**config.mk**
```make
export PLATFORM = sky130hd
export DESIGN_NAME = gpio_lend_port
export DESIGN_NICKNAME = d
export VERILOG_FILES = /design/src/rtl/gpio_lend_pkg.sv /design/src/rtl/gpio_pin_sync.sv /design/src/rtl/gpio_port_regs.sv /design/src/rtl/gpio_pin_mux.sv /design/src/rtl/gpio_lend_port.sv
export SDC_FILE = /design/constraint.sdc
export NUM_CORES = 1
export LEC_CHECK = 0
export ABC_AREA = 1
export ABC_CLOCK_PERIOD_IN_PS = 2000
export BUFFER_PORTS_ARGS = -buffer_cell sky130_fd_sc_hd__buf_2
export CORE_MARGIN = 4
export CORE_UTILIZATION = 36
export CTS_CLUSTER_DIAMETER = 30
export DETAILED_ROUTE_END_ITERATION = 8
export SYNTH_ARGS = -nofsm -noshare
export SYNTH_HDL_FRONTEND = slang
export SYNTH_SLANG_ARGS = --single-unit
```
**constraint.sdc**
```tcl
create_clock -name clk -period 2 [get_ports clk]
set_input_delay 0.4 -clock clk [delete_from_list [all_inputs] [get_ports clk]]
set_output_delay 0.4 -clock clk [all_outputs]
set_load 0.1 [all_outputs]
```
**src/rtl/gpio_lend_pkg.sv**
```systemverilog
package gpio_lend_pkg;
    localparam int PIN_W   = 5;
    localparam int REG_W   = 8;
    localparam int TX_PIN  = 0;
    localparam int RX_PIN  = 1;
    localparam int CKO_PIN = 3;
    localparam int CKI_PIN = 4;

    typedef logic [PIN_W-1:0] pin_vec_t;

    typedef struct packed {
        pin_vec_t oe;
        pin_vec_t val;
    } pin_drive_t;

    // pins taken by the oscillator loan
    function automatic pin_vec_t osc_pins();
        pin_vec_t m;
        m = '0;
        m[CKO_PIN] = 1'b1;
        m[CKI_PIN] = 1'b1;
        return m;
    endfunction

    function automatic logic [REG_W-1:0] widen(pin_vec_t v);
        return {{(REG_W-PIN_W){1'b0}}, v};
    endfunction
endpackage

```
**src/rtl/gpio_pin_sync.sv**
```systemverilog
module gpio_pin_sync #(
    parameter int W      = 5,
    parameter int STAGES = 2
) (
    input  logic         clk,
    input  logic         rst,
    input  logic [W-1:0] d,
    output logic [W-1:0] q
);
    logic [W-1:0] stage [STAGES];

    always_ff @(posedge clk) begin
        if (rst) stage[0] <= '0;
        else     stage[0] <= d;
    end

    for (genvar s = 1; s < STAGES; s++) begin : g_chain
        always_ff @(posedge clk) begin
            if (rst) stage[s] <= '0;
            else     stage[s] <= stage[s-1];
        end
    end

    assign q = stage[STAGES-1];
endmodule

```
**src/rtl/gpio_port_regs.sv**
```systemverilog
module gpio_port_regs
    import gpio_lend_pkg::*;
(
    input  logic     clk,
    input  logic     rst,
    input  logic     wr_val,
    input  logic     wr_dir,
    input  pin_vec_t wdata,
    input  logic     osc_en,
    output pin_vec_t latch_q,
    output pin_vec_t dir_q
);
    pin_vec_t keep;

    assign keep = osc_en ? osc_pins() : '0;

    // value latch: deliberately not reset
    always_ff @(posedge clk) begin
        if (!rst && wr_val)
            latch_q <= (latch_q & keep) | (wdata & ~keep);
    end

    always_ff @(posedge clk) begin
        if (rst)         dir_q <= '0;
        else if (wr_dir) dir_q <= wdata;
    end


    dir_reset_chk: assert property (@(posedge clk) disable iff (rst)
        $past(rst) |-> (dir_q == '0));


    osc_write_block_chk: assert property (@(posedge clk) disable iff (rst)
        (osc_en && wr_val) |=> $stable(latch_q[CKI_PIN:CKO_PIN]));
endmodule

```
**src/rtl/gpio_pin_mux.sv**
```systemverilog
module gpio_pin_mux
    import gpio_lend_pkg::*;
(
    input  logic       clk,
    input  logic       rst,
    input  pin_vec_t   latch_q,
    input  pin_vec_t   dir_q,
    input  logic       ser_en,
    input  logic       ser_txd,
    input  logic       osc_en,
    input  logic       osc_clk_out,
    output pin_drive_t drive
);
    always_comb begin
        drive.oe  = dir_q;
        drive.val = latch_q;
        if (ser_en) begin
            drive.oe[TX_PIN]  = 1'b1;
            drive.val[TX_PIN] = ser_txd;
            drive.oe[RX_PIN]  = 1'b0;
        end
        if (osc_en) begin
            drive.oe[CKO_PIN]  = 1'b1;
            drive.val[CKO_PIN] = osc_clk_out;
            drive.oe[CKI_PIN]  = 1'b0;
        end
    end


    ser_dir_chk: assert property (@(posedge clk) disable iff (rst)
        ser_en |-> (drive.oe[TX_PIN] && !drive.oe[RX_PIN]
                    && drive.val[TX_PIN] == ser_txd));
endmodule

```
**src/rtl/gpio_lend_port.sv**
```systemverilog
module gpio_lend_port
    import gpio_lend_pkg::*;
#(
    parameter int SYNC_STAGES = 2
) (
    input  logic             clk,
    input  logic             rst,
    input  logic             bus_wr,
    input  logic             sel_val,
    input  logic             sel_dir,
    input  logic [REG_W-1:0] bus_wdata,
    output logic [REG_W-1:0] bus_rdata,
    input  logic             ser_en,
    input  logic             ser_txd,
    output logic             ser_rxd,
    input  logic             osc_en,
    input  logic             osc_clk_out,
    output logic             osc_clk_in,
    input  logic [PIN_W-1:0] pin_in,
    output logic [PIN_W-1:0] pin_oe,
    output logic [PIN_W-1:0] pin_out
);
    pin_vec_t   latch_q, dir_q, pin_s, rd_pins;
    pin_drive_t drive;
    logic       unused_hi;

    assign unused_hi = ^bus_wdata[REG_W-1:PIN_W];

    gpio_pin_sync #(.W(PIN_W), .STAGES(SYNC_STAGES)) u_sync (
        .clk(clk), .rst(rst), .d(pin_in), .q(pin_s)
    );

    gpio_port_regs u_regs (
        .clk(clk), .rst(rst),
        .wr_val(bus_wr && sel_val), .wr_dir(bus_wr && sel_dir),
        .wdata(bus_wdata[PIN_W-1:0]), .osc_en(osc_en),
        .latch_q(latch_q), .dir_q(dir_q)
    );

    gpio_pin_mux u_mux (
        .clk(clk), .rst(rst), .latch_q(latch_q), .dir_q(dir_q),
        .ser_en(ser_en), .ser_txd(ser_txd),
        .osc_en(osc_en), .osc_clk_out(osc_clk_out), .drive(drive)
    );

    for (genvar i = 0; i < PIN_W; i++) begin : g_rd
        assign rd_pins[i] = (osc_en && osc_pins()[i]) ? 1'b0
                          : (dir_q[i] ? latch_q[i] : pin_s[i]);
    end

    always_comb begin
        if (sel_val)      bus_rdata = widen(rd_pins);
        else if (sel_dir) bus_rdata = widen(dir_q);
        else              bus_rdata = '0;
    end

    assign pin_oe     = drive.oe;
    assign pin_out    = drive.val;
    assign ser_rxd    = pin_s[RX_PIN];
    assign osc_clk_in = pin_in[CKI_PIN];


    upper_zero_chk: assert property (@(posedge clk) disable iff (rst)
        bus_rdata[REG_W-1:PIN_W] == '0);


    idle_read_chk: assert property (@(posedge clk) disable iff (rst)
        (!sel_val && !sel_dir) |-> (bus_rdata == '0));
endmodule

```
== After elaboration in Yosys (flattened, before gate mapping) ==
Memories as Yosys holds them, arrays and structs flattened.
Cells that the tools add are included.

* Flip-flop bits (word level): 10
* Latch bits: 0
* Bits in writable memories: 10
* Bits in read-only memories: 0
* Output and inout bits: 20
* Word-level logic and storage cells: 32
* Memories: 1

{| class="wikitable"
|+ Memories
! name !! depth !! width !! rd ports !! clocked after memory_dff !! wr ports !! RTL line !! source
|-
| u_sync.stage || 2 || 5 || 2 || 0 || 2 || gpio_pin_sync.sv:10 || <nowiki>logic [W-1:0] stage [STAGES];</nowiki>
|}

* Add/subtract/negate cells: 0
* Multiply operators: 0
* Divide/modulo/power cells: 0
* Magnitude comparators: 0
* Equality and inequality tests: 0
* Shifts and indexed selects: 0
* Mux-type cells: 19
* Bitwise logic cells: 6
* Reductions and logical operators: 4

{| class="wikitable"
|+ Operators with widths
! cell !! number
|-
| 5-bit 2-to-1 mux || 4
|-
| 1-bit 2-to-1 mux || 12
|-
| 5-bit AND || 2
|-
| 8-bit 2-to-1 mux || 1
|-
| 5-bit inverter || 1
|-
| 5-bit bitwise OR || 1
|-
| 2-bit 2-to-1 mux || 2
|-
| 1-bit logical AND || 3
|-
| 1-bit bitwise OR || 2
|-
| 1-bit zero test || 1
|}

== Longest topological paths before layout ==
Gate-level depths: netlist of the first run.

* Depth after elaboration: 4
* Depth in mapped cells: 4

== Modules after synthesis ==
Synthesis of the first run repeated with hierarchy kept, for this count alone.

* Cell total of the unflattened synthesis: 142
* Area, all modules: 970.9 um^2

{| class="wikitable"
|+ By module, submodules not included
! module !! instances !! cells each !! area an instance (um^2)
|-
| gpio_port_regs || 1 || 40 || 371.6
|-
| gpio_pin_sync || 1 || 31 || 286.5
|-
| gpio_lend_port || 1 || 53 || 225.2
|-
| gpio_pin_mux || 1 || 18 || 87.6
|}

== Least setup slack after synthesis of the first run ==
Ideal clock, no wire load.

* Path type: input to output
* Start point: input port ser_en
* End point: output port pin_out[0]
* Data arrival time: 2,513 ps
* Setup slack: -913 ps
* Stages: 1
* Buffers on the path: 0
* Path through: o21ai_0

* Word-level cells in the longest chain between the ends: 1

{| class="wikitable"
|+ RTL lines
! what !! RTL line !! source
|-
| start: declaration || gpio_lend_port.sv:13 || <nowiki>input logic ser_en,</nowiki>
|-
| 1-bit 2-to-1 mux || gpio_pin_mux.sv:17 || <nowiki>if (ser_en) begin</nowiki>
|-
| end: declaration || gpio_lend_port.sv:21 || <nowiki>output logic [PIN_W-1:0] pin_out</nowiki>
|}

Every way passes these cells.

== Final worst setup path of the first run ==
* Start point: register u_regs.dir_q[4]
* End point: output port pin_oe[4]

* Word-level cells in the longest chain between the ends: 1

{| class="wikitable"
|+ RTL lines
! what !! RTL line !! source
|-
| start: declaration || gpio_port_regs.sv:11 || <nowiki>output pin_vec_t dir_q</nowiki>
|-
| start signal: assignment || gpio_port_regs.sv:25 || <nowiki>else if (wr_dir) dir_q <= wdata;</nowiki>
|-
| 2-bit 2-to-1 mux || gpio_pin_mux.sv:22 || <nowiki>if (osc_en) begin</nowiki>
|-
| end: declaration || gpio_lend_port.sv:20 || <nowiki>output logic [PIN_W-1:0] pin_oe,</nowiki>
|}

Every way passes these cells.

==> flow_summary.toml, run 1 <==
[status]
status = "completed"

[worst_setup_path]
critPathMaxFanout = 3
path_class = "flip-flop to primary output"
ff2ff_path_depth = 4
cp.required_ns = 1.60
worstPathArrival_ns = 1.23
critical_path.endpoint = "pin_oe[4]"
crit_path_start_kind = "flip-flop"
endpoint_kind = "primary output"
r2r_start = "u_regs.dir_q[2]"
critPathLaunch = "u_regs.dir_q[4]"
r2r_end = "u_regs.dir_q[2]"
ff2ff_setup_slack_ns = 1.31

[clock_network]
numCtsBuffers = 3
cts_buffer_depth = 2
ctsResizeCount = 0
cts.sinks = 20
cts_setup_buffers = 0
clk_latency_ns = 0.29
clk_pin_slew_ns = 0.10
cts_tree = "done"
hold_buffers = 0
htree_num_levels = 1
root_buffer = "clkbuf_4"

[detailed_routing]
drc_errors = 0
via_count = 748
viasPerCell = 4.00
drtIter0Drc = 12
drtAntennaViolNets = 0
drt-wirelength-per-cell_um = 9.06
drtPass1Iterations = 2
drt-total-wl_um = 1700

[floorplanning]
core_region_area_mm2 = 0.00230
die_y_um = 58.2
dieArea_mm2 = 0.00338
num_io_pins = 42
dieWidth_um = 58.2
placementRows = 17
initial_core_util_pct = 39.4

[sta]
skew_ns = 0.00213
hold-worst-slack_ns = 0.294
maxSlewViolCount = 0
setup-violations-final = 0
max_freq_mhz = 615
hold_viol_final = 0
period_share_pct = 81.3
rsz0062_at_grt = "no"
min_period_ns = 1.63
tns_ns = 0

[synthesis]
syn_inst = 127
synth_seq_area_share_pct = 49.7
ys_types = 15
netlist_area_um2 = 906
synth-seq-cells = 20
yosys_warnings = 0
syn_avg_cell_area_um2 = 7.13

[grt]
grtUsageTotal_pct = 10.7
grt_pass1_vias = 622
grt_max_degree = 14
antenna_found_initial = 0
grt_pass1_wl_um = 2710
grt_overflow_total = 0

[finish]
fin_area_mm2 = 0.00118
layout_common_cells = "33 x nand2_1, 30 x buf_2, 27 x inv_1, 21 x nor2_1, 14 x dfxtp_1"
area_growth_pct = 30.2
num_antenna_cells = 0
layout_commonest_cell = "nand2_1"
drive_above_1_share_pct = 30.8
fin_util_pct = 51.4
nNetsFinal = 182

[pwr]
total_power_mw = 0.975
ir_drop_uv = 499
cellPowerDensity_mw_per_mm2 = 826
p_leak_nw = 0.650

[placement]
post_dp_cell_area_mm2 = 0.00114
routabilityCongestion = 0.766
port-buffer-count = 35
hpwl_um = 1410

[job]
drv_cap = 0

[min_path]
hold_path.class = "input pin to flip-flop"
[sequential cells by signal (all words and copies together) (netlist names), named ones only]
register        count
u_regs.dir_q        5
u_regs.latch_q      3
u_sync.stage       10
[cell families (layout without fill, tap and decap cells)]
group	after synthesis	after routing	share of synthesized area, %
compound gates	2	2	1.11
flops	20	20	49.7
simple gates	67	67	30.0
buf+inv	37	67	18.8
other cells	1	3	0.414
[worst min path at each step]
stage | start | depth (start not counted) | slack (ns) | end
after floorplan | u_sync.stage[0][1] | 2 | 0.38 | u_sync.stage[1][1]
after global placement | u_sync.stage[0][1] | 2 | 0.39 | u_sync.stage[1][1]
after detailed placement | u_sync.stage[0][1] | 2 | 0.39 | u_sync.stage[1][1]
after CTS | bus_wdata[3] | 1 | 0.28 | flip-flop
after global routing | bus_wdata[3] | 1 | 0.27 | flip-flop
final | bus_wdata[4] | 1 | 0.29 | flip-flop
[per-layer routing]
metal,global-route usage (%),share of wire [%],up-vias
met1,11.9,41,307
li1,-,-,422
met4,4.97,1.2,0
met5,0,0,-
met3,4.01,5.5,2
met2,18.1,52,17
[Yosys cell counts]
library cell,number,area share [%]
nand3_1,5,2.8
or2_2,2,1.4
nand2_1,33,14
buf_4,8,6.6
o21ai_0,2,1.1
nor3_1,1,0.55
inv_2,1,0.41
dfxtp_1,15,33
nor2_2,2,1.4
conb_1,1,0.41
nand2_2,1,0.69
nor2_1,23,9.5
inv_1,27,11
edfxtp_1,5,17
buf_2,1,0.55
[per-stage QoR]
| step | cells | worst slack [ns] |
|---|---|---|
| floorplan | 129 | -0.150 |
| global placement | 183 | 0.399 |
| detailed placement | 183 | 0.391 |
| CTS | 187 | 0.353 |
| global route | 187 | 0.269 |
| finish | 187 | 0.375 |
[where the power goes]
part           switching [mW]  internal, mW
Sequential            0.00912         0.435
Combinational           0.237        0.0703
Clock                   0.112         0.111
Total                   0.359         0.616
[cell type report]
cell class | count | area, um2
Sequential cell | 20 | 452
Timing Repair Buffer | 35 | 250
Tap cell | 28 | 35.0
Multi-Input combinational cell | 72 | 302
Fill cell | 245 | 1120
Clock buffer | 4 | 36.3
Inverter | 28 | 105
[worst max-delay path, cell delays in order (launching register included)]
cell and delay, ns:
dfxtp_1 0.36, inv_1 0.08, nor2_2 0.08, buf_2 0.42
No activity file was read; power rests on OpenSTA's default activity.
==> inputs of run 2 (changes only) <==
ABC_CLOCK_PERIOD_IN_PS = 1700   (was 2000)
clock period = 1.7 ns   (was 2 ns; I/O delays follow)
==> run 2 against run 1 <==
Net effect:
- first-iteration DRC count shrank 75%
- clock skew is 0.0019 ns lower
- die area stayed put
- non-clock buffer count unchanged
- largest cell class unchanged
- via count is 0.53% higher
==> flow_summary.toml, run 2 (same netlist as run 1, synthesis figures left out) <==
[sta]
skew_ns = 0.000224
hold-worst-slack_ns = 0.229
tns_ns = 0
min_period_ns = 1.57
max_freq_mhz = 636
hold_viol_final = 0
rsz0062_at_grt = "no"
period_share_pct = 92.6
setup-violations-final = 0
setup_ws_ns = 0.127
maxSlewViolCount = 0

[worst_setup_path]
crit_chain = "inv_1 -> nor2_2 -> buf_2"
crit_family = "buffers and inverters"
cpMaxStageDelayCell = "buf_2"
endpoint_kind = "primary output"
worstPathArrival_ns = 1.23
path_class = "flip-flop to primary output"
critPathMaxStageDelay_ns = 0.42
cp.required_ns = 1.36
ff2ff_setup_slack_ns = 1.02
critPathMaxFanout = 3
critPathBufInv = 2
crit_path_start_kind = "flip-flop"

[grt]
grtUsageTotal_pct = 10.3
grt_overflow_total = 0
antenna_found_initial = 0
grt_pass1_wl_um = 2660
grt_max_degree = 14
grt_pass1_vias = 628

[detailed_routing]
drtPass1Iterations = 4
drt-total-wl_um = 1640
drc_errors = 0
drt-wirelength-per-cell_um = 8.77
viasPerCell = 4.02
drtAntennaViolNets = 0
via_count = 752
drtIter0Drc = 3

[finish]
regArea_um2 = 452
nNetsFinal = 182
fillCellCount = 247
layout_common_cells = "32 x nand2_1, 29 x buf_2, 27 x inv_1, 21 x nor2_1, 14 x dfxtp_1"
top_register = "u_sync.stage"
num_antenna_cells = 0
stdcell_count = 187
largest_register_ffs = 10
multi_input_area_um2 = 308
drive_above_1_share_pct = 32.1
area_growth_pct = 33.8
fin_area_mm2 = 0.00121
top_regs = "u_sync.stage (10), u_regs.dir_q (5), u_regs.latch_q (3)"
layout_commonest_cell = "nand2_1"

[clock_network]
numCtsBuffers = 3
cts_tree = "done"
cts_buffer_depth = 2
clk_latency_ns = 0.29
hold_buffers = 0
clk_pin_slew_ns = 0.11
root_buffer = "clkbuf_4"
cts.sinks = 20
cts_setup_buffers = 0
htree_num_levels = 1
ctsResizeCount = 0

[placement]
post_dp_cell_area_mm2 = 0.00116
port-buffer-count = 35
routabilityCongestion = 0.767
dp_cells = 183
dp_slack_ns = 0.215
hpwl_um = 1330

[floorplanning]
core_region_area_mm2 = 0.00230
dieWidth_um = 58.2
placementRows = 17
num_io_pins = 42
dieArea_mm2 = 0.00338
initial_core_util_pct = 39.4
die_y_um = 58.2

[min_path]
hold_path.class = "input pin to flip-flop"

[pwr]
ir_drop_uv = 668
cellPowerDensity_mw_per_mm2 = 998
p_leak_nw = 0.662

[job]
drv_cap = 0

[status]
status = "completed"
run 2: cell counts in the layout (fill, tap and decap cells not counted):
Identical to the previous run, type by type.
run 2: final timing paths:
path / startpoint / endpoint / cells past startpoint
worst max-delay path: u_regs.dir_q[4] / pin_oe[4] / 3
worst min-delay path: bus_wdata[3] / flip-flop / 1
worst max register to register: u_regs.dir_q[1] / u_regs.dir_q[1] / 4
worst min register to register: u_sync.stage[0][1] / u_sync.stage[1][1] / 2
run 2: metrics by stage:
stage / util, % / power (mW)
3_5_place_dp: 50.7 / 0.904
6_report: 52.8 / 1.21
4_1_cts: 52.8 / 1.23
3_3_place_gp: 50.7 / 0.902
2_1_floorplan: - / 0.817
5_1_grt: 52.8 / 1.27
run 2: area by class of cell:
class,instances,share of cell area [%]
clock buffer,4,3.92
tap,28,2.89
timing repair buffer,35,21.9
multi-input combinational,72,25.4
inverter,28,8.67
sequential,20,37.3
run 2: power breakdown:
part | internal (mW) | leakage [nW] | switching [mW] | total [mW]
Combinational | 0.0886 | 0.465 | 0.280 | 0.368
Clock | 0.179 | 0.0261 | 0.140 | 0.319
Sequential | 0.512 | 0.170 | 0.0105 | 0.522
Total | 0.780 | 0.662 | 0.430 | 1.21
run 2: worst register-to-register path: stages, from the launching register on:
cell and delay (ns):
dfxtp_1 0.33, inv_1 0.10, nand2_1 0.07, nand2_1 0.06, nor2_1 0.04
run 2: metal layers:
metal	global-route usage [%]	vias to the layer above	part of all wire, %
li1	-	421	-
met1	12.3	307	41
met2	17.1	22	50
met3	4.90	2	8.0
met4	1.99	0	1.1
met5	0	-	0
==> inputs of run 3 (changes only) <==
CORE_UTILIZATION = 40   (was 36)
MAX_ROUTING_LAYER = met4   (was default)
PLACE_DENSITY = 0.7   (was default)
==> run 3 against run 2 <==
Net effect:
- count of clock-buffer cells in the layout is the same
- worst hold slack improved by 0.0032 ns
- clock power is 30% lower
- fmax down 0.74%
- register-to-register slack worse by 0.03 ns
- first-iteration DRC count increased by 33%
- setup slack got worse by 0.012 ns
- largest power group unchanged
==> flow_summary.toml, run 3 (same netlist as run 1, synthesis figures left out) <==
[detailed_routing]
via_count = 774
viasPerCell = 4.16
drtAntennaViolNets = 0
drt-wirelength-per-cell_um = 9.55
drtIter0Drc = 4
drt-total-wl_um = 1780
drtPass1Iterations = 3
drc_errors = 0

[placement]
port-buffer-count = 35
routabilityCongestion = 0.795
hpwl_um = 1450

[finish]
regArea_um2 = 452
top_register = "u_sync.stage"
num_antenna_cells = 0
fillCellCount = 198
drive_above_1_share_pct = 31.4
fin_util_pct = 57.7
multi_input_area_um2 = 308
area_growth_pct = 31.4
layout_commonest_cell = "nand2_1"
top_regs = "u_sync.stage (10), u_regs.dir_q (5), u_regs.latch_q (3)"
largest_register_ffs = 10
layout_common_cells = "32 x nand2_1, 29 x buf_2, 27 x inv_1, 21 x nor2_1, 14 x dfxtp_1"
nNetsFinal = 182

[status]
status = "completed"

[clock_network]
ctsResizeCount = 0
clk_pin_slew_ns = 0.11
cts_tree = "done"
cts_setup_buffers = 0
root_buffer = "clkbuf_4"
htree_num_levels = 1
clk_latency_ns = 0.29
hold_buffers = 0
numCtsBuffers = 3
cts.sinks = 20
cts_buffer_depth = 2

[worst_setup_path]
crit_family = "flip-flops"
cpMaxStageDelayCell = "dfxtp_1"
crit_chain = "or2_2 -> buf_2"
endpoint_kind = "primary output"
critPathMaxStageDelay_ns = 0.35
crit_path_start_kind = "flip-flop"
critPathBufInv = 1
critPathMaxFanout = 4
path_class = "flip-flop to primary output"
cp.required_ns = 1.36
worstPathArrival_ns = 1.25

[sta]
skew_ns = 0.0137
period_share_pct = 93.2
hold_viol_final = 0
rsz0062_at_grt = "no"
min_period_ns = 1.59
setup-violations-final = 0
tns_ns = 0
maxSlewViolCount = 0
max_freq_mhz = 631

[grt]
grt_max_degree = 14
grt_pass1_wl_um = 2900
antenna_found_initial = 0
grtUsageTotal_pct = 11.9
grt_overflow_total = 0
grt_pass1_vias = 703

[pwr]
ir_drop_uv = 618
p_leak_nw = 0.650
cellPowerDensity_mw_per_mm2 = 938

[floorplanning]
core_region_area_mm2 = 0.00206
die_y_um = 55.6
dieWidth_um = 55.6
placementRows = 16
dieArea_mm2 = 0.00309
initial_core_util_pct = 43.9
num_io_pins = 42

[min_path]
hold_path.class = "input pin to flip-flop"

[job]
drv_cap = 0
run 3: cell counts in the layout (fill, tap and decap cells not counted):
No cell type changed its count.
run 3: cell type report:
cell class | count | area share (%)
multi-input combinational | 72 | 25.9
clock buffer | 4 | 2.21
tap | 27 | 2.84
inverter | 28 | 8.83
sequential | 20 | 38.0
timing repair buffer | 35 | 22.3
run 3: final timing paths:
kind | from | to | slack (ns) | cells past startpoint
max | u_regs.dir_q[3] | pin_oe[3] | 0.11 | 2
min | bus_wdata[4] | flip-flop | 0.23 | 1
max reg2reg | u_regs.dir_q[2] | u_regs.dir_q[2] | 0.99 | 4
min reg2reg | u_sync.stage[0][4] | u_sync.stage[1][4] | 0.39 | 2
run 3: layer usage:
| metal | global-route usage [%] | part of all wire [%] | up-vias |
|---|---|---|---|
| met5 | - | 0 | - |
| met4 | 3.13 | 0.51 | 0 |
| met3 | 4.41 | 8.1 | 2 |
| met2 | 21.1 | 51 | 22 |
| met1 | 12.5 | 41 | 329 |
| li1 | - | - | 421 |
run 3: through the flow:
stage          setup WS, ns  cells  total power [mW]  hold slack [ns]  cell area (um2)
2_1_floorplan         0.111    129             0.817            0.381              930
3_3_place_gp          0.240    182             0.900            0.385             1160
3_5_place_dp          0.222    182             0.906            0.385             1160
4_1_cts               0.122    186              1.13            0.225             1190
5_1_grt              0.0426    186              1.17            0.208             1190
6_report              0.115    186              1.12            0.232             1190
run 3: report_power, final:
group	internal [mW]	switching [mW]	total (mW)	leakage (nW)
registers	0.512	0.0107	0.522	0.170
clock network	0.0910	0.132	0.223	0.0150
logic	0.0886	0.283	0.371	0.465
total	0.691	0.425	1.12	0.650
